$ cat config.mk
export PLATFORM = sky130hd
export DESIGN_NAME = evt_timer
export DESIGN_NICKNAME = d
export VERILOG_FILES = /design/src/rtl/evt_timer_pkg.sv /design/src/rtl/evt_timer_regs.sv /design/src/rtl/evt_timer_core.sv /design/src/rtl/evt_timer.sv
export SDC_FILE = /design/constraint.sdc
export NUM_CORES = 1
export LEC_CHECK = 0
export ABC_AREA = 1
export BUFFER_PORTS_ARGS = -buffer_cell sky130_fd_sc_hd__buf_4
export CAP_MARGIN = 20
export CORE_ASPECT_RATIO = 1.2
export CORE_UTILIZATION = 60
export DETAILED_ROUTE_END_ITERATION = 10
export PLACE_DENSITY = 0.8
export RECOVER_POWER = 25
export SLEW_MARGIN = 15
export SYNTH_ARGS = -nofsm -noshare
export SYNTH_HDL_FRONTEND = slang
export SYNTH_SLANG_ARGS = --single-unit
export TNS_END_PERCENT = 20
$ cat constraint.sdc
create_clock -name clk -period 4.9 [get_ports clk]
set_input_delay 0.735 -clock clk [delete_from_list [all_inputs] [get_ports clk]]
set_output_delay 0.735 -clock clk [all_outputs]
set_load 0.05 [all_outputs]
$ cat src/rtl/evt_timer_pkg.sv
package evt_timer_pkg;

   // Register offsets that software depends on
   localparam int unsigned OFF_RELOAD_BASE = 'h00;
   localparam int unsigned OFF_STATUS      = 'h18;
   localparam int unsigned OFF_CTRL_MAP0   = 'h10;
   localparam int unsigned OFF_CTRL_MAP1   = 'h1C;

   typedef struct packed {
      logic unmask;   // bit 2
      logic oneshot;  // bit 1
      logic en;       // bit 0
   } ctrl_t;

   localparam int unsigned CTRL_BITS = $bits(ctrl_t);

endpackage

$ cat src/rtl/evt_timer_regs.sv
module evt_timer_regs
   import evt_timer_pkg::*;
#(
   parameter int unsigned ADDR_W   = 8,
   parameter int unsigned DATA_W   = 32,
   parameter int unsigned CNT_W    = 64,
   parameter int unsigned CTRL_OFF = OFF_CTRL_MAP0
) (
   input  logic              clk,
   input  logic              rst_n,
   input  logic              wr_en,
   input  logic              rd_en,
   input  logic [ADDR_W-1:0] addr,
   input  logic [DATA_W-1:0] wdata,
   input  logic              expire,
   output logic [DATA_W-1:0] rdata,
   output logic [CNT_W-1:0]  reload,
   output ctrl_t             ctrl,
   output logic              status
);

   localparam int unsigned NWORDS = CNT_W / DATA_W;
   localparam int unsigned BYTES  = DATA_W / 8;
   localparam logic [ADDR_W-1:0] A_CTRL = ADDR_W'(CTRL_OFF);
   localparam logic [ADDR_W-1:0] A_STAT = ADDR_W'(OFF_STATUS);

   logic stat_clr;
   assign stat_clr = wr_en && (addr == A_STAT) && wdata[0];

   // Reload words, one register per word of the count
   for (genvar w = 0; w < NWORDS; w++) begin : g_word
      localparam logic [ADDR_W-1:0] A_W = ADDR_W'(OFF_RELOAD_BASE + w * BYTES);
      always_ff @(posedge clk or negedge rst_n) begin
         if (!rst_n)
            reload[w*DATA_W +: DATA_W] <= '0;
         else if (wr_en && addr == A_W)
            reload[w*DATA_W +: DATA_W] <= wdata;
      end
   end

   always_ff @(posedge clk or negedge rst_n) begin
      if (!rst_n)
         ctrl <= '0;
      else if (wr_en && addr == A_CTRL)
         ctrl <= ctrl_t'(wdata[CTRL_BITS-1:0]);
   end

   // Sticky flag: a fresh expiry beats a clear in the same cycle
   always_ff @(posedge clk or negedge rst_n) begin
      if (!rst_n)
         status <= 1'b0;
      else if (expire)
         status <= 1'b1;
      else if (stat_clr)
         status <= 1'b0;
   end

   always_comb begin
      rdata = '0;
      if (rd_en) begin
         for (int w = 0; w < NWORDS; w++)
            if (addr == ADDR_W'(OFF_RELOAD_BASE + w * BYTES))
               rdata = reload[w*DATA_W +: DATA_W];
         if (addr == A_CTRL)
            rdata = DATA_W'(ctrl);
         if (addr == A_STAT)
            rdata = DATA_W'(status);
      end
   end

   a_r7_expire_wins: assert property (@(posedge clk) disable iff (!rst_n)
      expire |=> status);
   a_r6_clear_takes: assert property (@(posedge clk) disable iff (!rst_n)
      (stat_clr && !expire) |=> !status);
   a_r6_sticky: assert property (@(posedge clk) disable iff (!rst_n)
      (status && !stat_clr) |=> status);

endmodule

$ cat src/rtl/evt_timer_core.sv
module evt_timer_core #(
   parameter int unsigned CNT_W = 64
) (
   input  logic             clk,
   input  logic             rst_n,
   input  logic             tick,
   input  logic             en,
   input  logic             oneshot,
   input  logic [CNT_W-1:0] reload,
   output logic             expire
);

   logic [CNT_W-1:0] cnt;
   logic             en_q;
   logic             done;
   logic             load;
   logic             run;
   logic             at_zero;

   assign load    = en && !en_q;
   assign run     = en && en_q && !done;
   assign at_zero = (cnt == '0);
   assign expire  = run && tick && at_zero;

   always_ff @(posedge clk or negedge rst_n) begin
      if (!rst_n) begin
         en_q <= 1'b0;
         done <= 1'b0;
         cnt  <= '0;
      end else begin
         en_q <= en;
         if (load) begin
            cnt  <= reload;
            done <= 1'b0;
         end else if (run && tick) begin
            if (!at_zero)
               cnt <= cnt - 1'b1;
            else if (oneshot)
               done <= 1'b1;
            else
               cnt <= reload;
         end
      end
   end

   a_r3_load_takes_reload: assert property (@(posedge clk) disable iff (!rst_n)
      (en && !en_q) |=> (cnt == $past(reload)));
   a_r4_one_step: assert property (@(posedge clk) disable iff (!rst_n)
      (run && tick && !at_zero) |=> (cnt == $past(cnt) - 1'b1));
   a_r5_holds_after_shot: assert property (@(posedge clk) disable iff (!rst_n)
      (done && en && en_q) |=> $stable(cnt));
   a_r3_no_count_at_load: assert property (@(posedge clk) disable iff (!rst_n)
      load |-> !expire);

endmodule

$ cat src/rtl/evt_timer.sv
module evt_timer
   import evt_timer_pkg::*;
#(
   parameter int unsigned ADDR_W      = 8,
   parameter int unsigned DATA_W      = 32,
   parameter int unsigned CNT_W       = 64,
   parameter int unsigned MAP_VARIANT = 0
) (
   input  logic              clk,
   input  logic              rst_n,
   input  logic              psel,
   input  logic              penable,
   input  logic              pwrite,
   input  logic [ADDR_W-1:0] paddr,
   input  logic [DATA_W-1:0] pwdata,
   output logic [DATA_W-1:0] prdata,
   input  logic              tick,
   output logic              irq
);

   localparam int unsigned CTRL_OFF = (MAP_VARIANT == 0) ? OFF_CTRL_MAP0 : OFF_CTRL_MAP1;

   if (MAP_VARIANT > 1) begin : g_bad_variant
      $error("MAP_VARIANT must be 0 or 1");
   end
   if (DATA_W % 8 != 0 || CNT_W % DATA_W != 0) begin : g_bad_width
      $error("CNT_W must be a multiple of DATA_W, DATA_W of 8");
   end
   if ((1 << ADDR_W) <= OFF_CTRL_MAP1) begin : g_bad_addr
      $error("ADDR_W too narrow for the register map");
   end

   logic             wr_en, rd_en, expire, status;
   logic [CNT_W-1:0] reload;
   ctrl_t            ctrl;

   assign wr_en = psel && penable && pwrite;
   assign rd_en = psel && !pwrite;

   evt_timer_regs #(
      .ADDR_W(ADDR_W), .DATA_W(DATA_W), .CNT_W(CNT_W), .CTRL_OFF(CTRL_OFF)
   ) u_regs (
      .clk(clk), .rst_n(rst_n), .wr_en(wr_en), .rd_en(rd_en),
      .addr(paddr), .wdata(pwdata), .expire(expire),
      .rdata(prdata), .reload(reload), .ctrl(ctrl), .status(status)
   );

   evt_timer_core #(.CNT_W(CNT_W)) u_core (
      .clk(clk), .rst_n(rst_n), .tick(tick), .en(ctrl.en),
      .oneshot(ctrl.oneshot), .reload(reload), .expire(expire)
   );

   assign irq = status && ctrl.unmask;

   a_r8_masked_quiet: assert property (@(posedge clk) disable iff (!rst_n)
      !ctrl.unmask |-> !irq);
   a_r9_stopped_no_set: assert property (@(posedge clk) disable iff (!rst_n)
      (!ctrl.en && !status) |=> !status);
   a_r12_irq_needs_expiry: assert property (@(posedge clk) disable iff (!rst_n)
      (!status && !expire) |=> !irq);

endmodule

==> results.py, run 1 <==
metrics = {
    "floorplan": {
        "initial_utilization": 0.615,
        "io_pins": 79,
        "core-area_sq_um": 13800,
        "rows": 47,
        "dieHeight_um": 132,
        "die_area_sq_um": 14600,
        "dieWidth_um": 110,
    },
    "cts": {
        "cts.clk_slew.worst_paths_ns": 0.06,
        "clock-root-buffer": "clkbuf_16",
        "htree_num_levels": 4,
        "clk_latency_ns": 0.43,
        "cts_resized": 0,
        "cts.sinks": 134,
        "cts_hold_buf": 0,
        "cts_setup_buffers": 0,
        "cts_buffer_depth": 2,
        "tritoncts": "done",
        "numCtsBuffers": 17,
    },
    "cells_and_area": {
        "regArea_sq_um": 3350,
        "final_common_cell": "nand2_1",
        "layout.nets": 1413,
        "area_delta_synth_final_pct": 13.7,
        "design_area_sq_um": 9620,
        "antenna_cells": 0,
        "fin_util": 0.699,
        "layout_common_cells": "nand2_1, nor2_1, dfrtp_1",
        "drive_above_1_share": 0.0965,
        "multi_input_area_sq_um": 4360,
        "fillerInstances": 1256,
    },
    "status": {
        "violations": "capacitance limit, slew limit",
        "status": "finished, violations left",
    },
    "drt": {
        "ant_nets": 0,
        "highest_layer": "met4",
        "drc_errors": 0,
        "routed_wl_um": 26300,
        "drt_iter0_markers": 765,
        "dr.pass1.iters": 6,
        "wl_met2_um": 12300,
        "vias_per_cell": 5.55,
        "wl_met3_um": 2050,
        "wire_per_inst_um": 17.0,
        "met1Wirelength_um": 10800,
        "vias": 8592,
    },
    "place": {
        "place.gp.congestion": 0.978,
        "placed_area_sq_um": 9030,
        "port-buffer-count": 78,
        "dp_hpwl_um": 19000,
    },
    "logic_synthesis": {
        "yosys_warnings": 0,
        "netlist_area_sq_um": 8460,
        "yosys.area_share.simple": 0.386,
        "ys_ff_latch": 134,
        "synth-seq-area-share": 0.396,
        "synth_compound_area_frac": 0.104,
        "synthAdderAreaFrac": 0.00296,
        "synth_fp_nets": 1357,
        "avgSynthCellArea_sq_um": 6.46,
        "syn_inst": 1309,
        "synthMuxAreaShare": 0,
        "synth_top_family_by_area": "simple AND/OR/NAND/NOR gates",
        "yosysUniqueCellTypes": 34,
        "synthXorXnorAreaFrac": 0.0228,
    },
    "critical_path": {
        "cp_top_family": "buffers and inverters",
        "cp_max_fo": 33,
        "endpoint_kind": "output port",
        "critPathSlowestCell": "clkinv_1",
        "startpoint_type": "input port",
        "cpPeakStageDelay_ns": 0.54,
        "critPathBufInv": 3,
        "critPathArrivalTime_ns": 2.59,
        "path_class": "in -> out",
        "critical_path.cell_chain": "buf_4 > or2_2 > nor3_1 > nand2_1 > clkinv_1 > nand2_1 > a21oi_1 > buf_4",
        "required_ns": 4.16,
    },
    "grt": {
        "grt_max_degree": 100,
        "grt_pass1_wl_um": 41500,
        "grt.total_usage": 0.368,
        "grt_pass1_vias": 7972,
        "overflow": 0,
        "antenna_found_initial": 1,
    },
    "sta": {
        "tns_ns": 0,
        "hold_violations": 0,
        "fin_crit_ns": 3.33,
        "clock.fmax_mhz": 301,
        "hold_slack_ns": 0.457,
        "setup_viol": 0,
        "tightest_slew_ns": 2.56,
        "drv_slew": 100,
        "min_period_over_period": 0.679,
        "max_slew_margin": -0.703,
        "fin_skew_ns": 0.0100,
        "grt_setup_unrepaired": "no",
    },
    "pwr": {
        "leakage_nw": 5.01,
        "peakVddDrop_mv": 0.342,
        "power_density_nw_per_um2": 560,
    },
    "min_path": {
        "min_path_type": "reg -> reg",
    },
    "flow_run": {
        "maxCapViolCount": 1,
    },
}
sequential cells by signal (all words and copies together) (netlist names):
| signal | flops |
|---|---|
| u_regs.reload | 64 |
| u_core.done | 1 |
| u_core.cnt | 64 |
| u_core.en_q | 1 |
| u_regs.status | 1 |
| u_regs.ctrl | 3 |
layer usage:
metal | global-route usage | vias up
met5 | 0 | -
met4 | 0.176 | 0
met3 | 0.0754 | 64
met2 | 0.590 | 404
met1 | 0.478 | 3930
li1 | - | 4194
power by group:
group / total, mW / internal [mW] / switching (mW)
Clock: 1.31 / 0.765 / 0.543
Sequential: 1.36 / 1.21 / 0.149
Combinational: 2.72 / 0.835 / 1.89
through the flow:
| stage | setup WS (ns) | power [mW] | std cells |
|---|---|---|---|
| 3_5_place_dp | 1.54 | 4.03 | 1517 |
| 5_1_grt | 1.39 | 5.76 | 1549 |
| 4_1_cts | 1.59 | 5.35 | 1549 |
| 6_report | 1.57 | 5.39 | 1549 |
| 2_1_floorplan | 1.60 | 3.29 | 1309 |
| 3_3_place_gp | 1.59 | 4.01 | 1517 |
cell usage after synthesis (all sizes together):
| library cell | instances | area (sq um) |
|---|---|---|
| o22ai | 1 | 6.26 |
| o21ai | 121 | 606 |
| nand3 | 63 | 315 |
| nor2 | 169 | 677 |
| xnor2 | 14 | 123 |
| xor2 | 8 | 70.1 |
| clkinv | 3 | 11.3 |
| o21bai | 2 | 15.0 |
| nand4 | 8 | 50.1 |
| a21oi | 45 | 229 |
| o211ai | 2 | 15.0 |
| nor3b | 1 | 7.51 |
| dfrtp | 134 | 3350 |
| buf | 25 | 191 |
| nand3b | 16 | 120 |
| ha | 2 | 25.0 |
| nor3 | 5 | 25.0 |
| nand2 | 541 | 2050 |
| a41oi | 1 | 8.76 |
| and2 | 2 | 12.5 |
| or2 | 1 | 6.26 |
| clkbuf | 21 | 80.1 |
| inv | 124 | 465 |
path summary, 6_finish.rpt:
check	end	depth (start not counted)	slack (ns)	start
max reg2reg	u_core.cnt[47]	10	1.98	u_core.cnt[36]
min in group asynchronous	u_core.cnt[39]	1	1.07	rst_n
min	u_core.en_q	0	0.46	u_regs.ctrl[0]
max in group asynchronous	u_core.done	2	2.22	rst_n
min reg2reg	u_core.en_q	0	0.46	u_regs.ctrl[0]
max	prdata[16]	8	1.57	paddr[1]
worst reg2reg max path: cells and delay by family, from the launching register on:
kind	cells	cell delay [ns]
AND/OR/NAND/NOR	10	2.35
flip-flops	1	0.45
cell type report:
class	instances	area share
multi-input combinational	1002	0.454
sequential	134	0.348
timing repair buffer	83	0.0645
inverter	127	0.0495
clock buffer	18	0.0446
tap	171	0.0222
clock inverter	14	0.0172
cell families after synthesis:
| family | count (synthesis) |
|---|---|
| flip-flops | 134 |
| XOR/XNOR | 22 |
| adder cells (fa/ha/maj) | 2 |
| AND/OR/NAND/NOR | 806 |
| AO/OA/AOI/OAI | 172 |
| buffers and inverters | 173 |
(Power assumes the default switching activity.)
==> inputs of run 2 (changes only) <==
CORE_UTILIZATION = 55   (was 60)
PLACE_DENSITY = 0.78   (was 0.8)
clock period = 2.95 ns   (was 4.9 ns; I/O delays follow)
==> run 2 against run 1 <==
The flow still finishes with violations (capacitance limit, slew limit). Critical path depth up 1. Clock skew about the same. Utilization down 4.0 points.
==> results.py, run 2 (same netlist as run 1, synthesis figures left out) <==
metrics = {
    "cells_and_area": {
        "layout.nets": 1426,
        "biggestRegsByFlops": "u_core.cnt: 64 flops, u_regs.reload: 64 flops, u_regs.ctrl: 3 flops",
        "drive_above_1_share": 0.106,
        "fillerInstances": 1365,
        "final_common_cell": "nand2_1",
        "antenna_cells": 0,
        "layout_common_cells": "nand2_1, nor2_1, dfrtp_1",
        "instances_no_fill": 1595,
        "area_delta_synth_final_pct": 17.1,
    },
    "sta": {
        "tns_ns": 0,
        "max_slew_margin": -0.363,
        "final.setup.worst_slack_ns": 0.330,
        "tightest_slew_ns": 2.04,
        "min_period_over_period": 0.888,
        "setup_viol": 0,
        "drv_slew": 76,
        "clock.fmax_mhz": 382,
        "fin_crit_ns": 2.62,
        "hold_violations": 0,
        "fin_skew_ns": 0.0101,
        "grt_setup_unrepaired": "no",
    },
    "min_path": {
        "hold_start": "pwdata[27]",
        "min_path_type": "in -> reg",
    },
    "cts": {
        "clk_latency_ns": 0.43,
        "numCtsBuffers": 17,
        "htree_num_levels": 4,
        "cts_buffer_depth": 2,
        "clock-root-buffer": "clkbuf_16",
        "tritoncts": "done",
        "cts.clk_slew.worst_paths_ns": 0.06,
        "cts.sinks": 134,
        "cts_resized": 0,
        "cts_setup_buffers": 0,
        "cts_hold_buf": 0,
    },
    "grt": {
        "grt_max_degree": 77,
        "grt_pass1_wl_um": 42500,
        "antenna_found_initial": 0,
        "overflow": 0,
        "grt.total_usage": 0.358,
        "grt_pass1_vias": 8108,
    },
    "critical_path": {
        "r2r_slack_ns": 0.44,
        "timing.rr.start": "u_core.cnt[51]",
        "startpoint_type": "input port",
        "path_class": "in -> out",
        "cp_max_fo": 19,
        "critPathArrivalTime_ns": 2.18,
        "required_ns": 2.51,
        "endpoint_kind": "output port",
        "critPathLaunch": "paddr[1]",
    },
    "floorplan": {
        "io_pins": 79,
        "dieHeight_um": 138,
        "die_area_sq_um": 15900,
        "dieWidth_um": 115,
        "initial_utilization": 0.563,
        "rows": 49,
        "core-area_sq_um": 15000,
    },
    "place": {
        "port-buffer-count": 78,
        "dp_hpwl_um": 19800,
        "place_inst": 1563,
        "place.gp.congestion": 1.02,
        "place_ws_ns": 0.412,
    },
    "drt": {
        "dr.pass1.iters": 6,
        "ant_nets": 0,
        "wire_per_inst_um": 16.7,
        "drt_iter0_markers": 763,
        "routed_wl_um": 26700,
        "vias": 8704,
        "vias_per_cell": 5.46,
        "drc_errors": 0,
    },
    "pwr": {
        "power_density_nw_per_um2": 929,
        "total_power_mw": 9.21,
        "peakVddDrop_mv": 0.471,
        "leakage_nw": 5.13,
    },
    "status": {
        "violations": "capacitance limit, slew limit",
        "status": "finished, violations left",
    },
    "flow_run": {
        "maxCapViolCount": 1,
    },
}
run 2: area by class of cell:
| class | instances | area [sq um] | share of cell area |
|---|---|---|---|
| Clock buffer | 17 | 425 | 0.0429 |
| Sequential cell | 134 | 3350 | 0.338 |
| Tap cell | 204 | 255 | 0.0258 |
| Inverter | 127 | 477 | 0.0481 |
| Clock inverter | 15 | 226 | 0.0229 |
| Timing Repair Buffer | 96 | 806 | 0.0813 |
| Multi-Input combinational cell | 1002 | 4360 | 0.441 |
run 2: path summary, 6_finish.rpt:
kind / end / cells after the start
worst max-delay path: prdata[15] / 9
worst min-delay path: u_regs.reload[59] / 3
worst max register to register: u_core.cnt[46] / 10
worst min register to register: u_core.en_q / 0
max in group asynchronous: u_core.cnt[4] / 2
min in group asynchronous: u_core.cnt[39] / 1
run 2: per-stage QoR:
stage                util  instance area (sq um)  hold slack [ns]
floorplan               -                   8460            0.147
global placement    0.617                   9260            0.418
detailed placement  0.617                   9260            0.419
CTS                 0.660                   9910           0.0853
global route        0.660                   9910            0.293
finish              0.660                   9910            0.281
run 2: report_power, final:
| part | total (mW) | internal [mW] | leakage, nW | switching, mW |
|---|---|---|---|---|
| sequential | 2.26 | 2.01 | 1.85 | 0.247 |
| clock | 2.39 | 1.51 | 0.315 | 0.886 |
| combinational | 4.55 | 1.42 | 2.96 | 3.13 |
run 2: per-layer routing:
| layer | share of wire | GRT usage | vias to the layer above | wire length (um) |
|---|---|---|---|---|
| met2 | 0.46 | 0.563 | 357 | 12300 |
| li1 | - | - | 4222 | - |
| met4 | 0.053 | 0.198 | 0 | 1410 |
| met1 | 0.41 | 0.460 | 4028 | 10900 |
| met3 | 0.076 | 0.0778 | 97 | 2020 |
| met5 | 0 | 0 | - | 0 |
run 2: critical path, cell delays in order:
cell	delay, ns
buf_4	0.10
or2_2	0.30
nor3_1	0.22
nand2_1	0.08
clkinv_1	0.28
buf_12	0.20
nand2_1	0.08
a21oi_1	0.21
buf_4	0.24
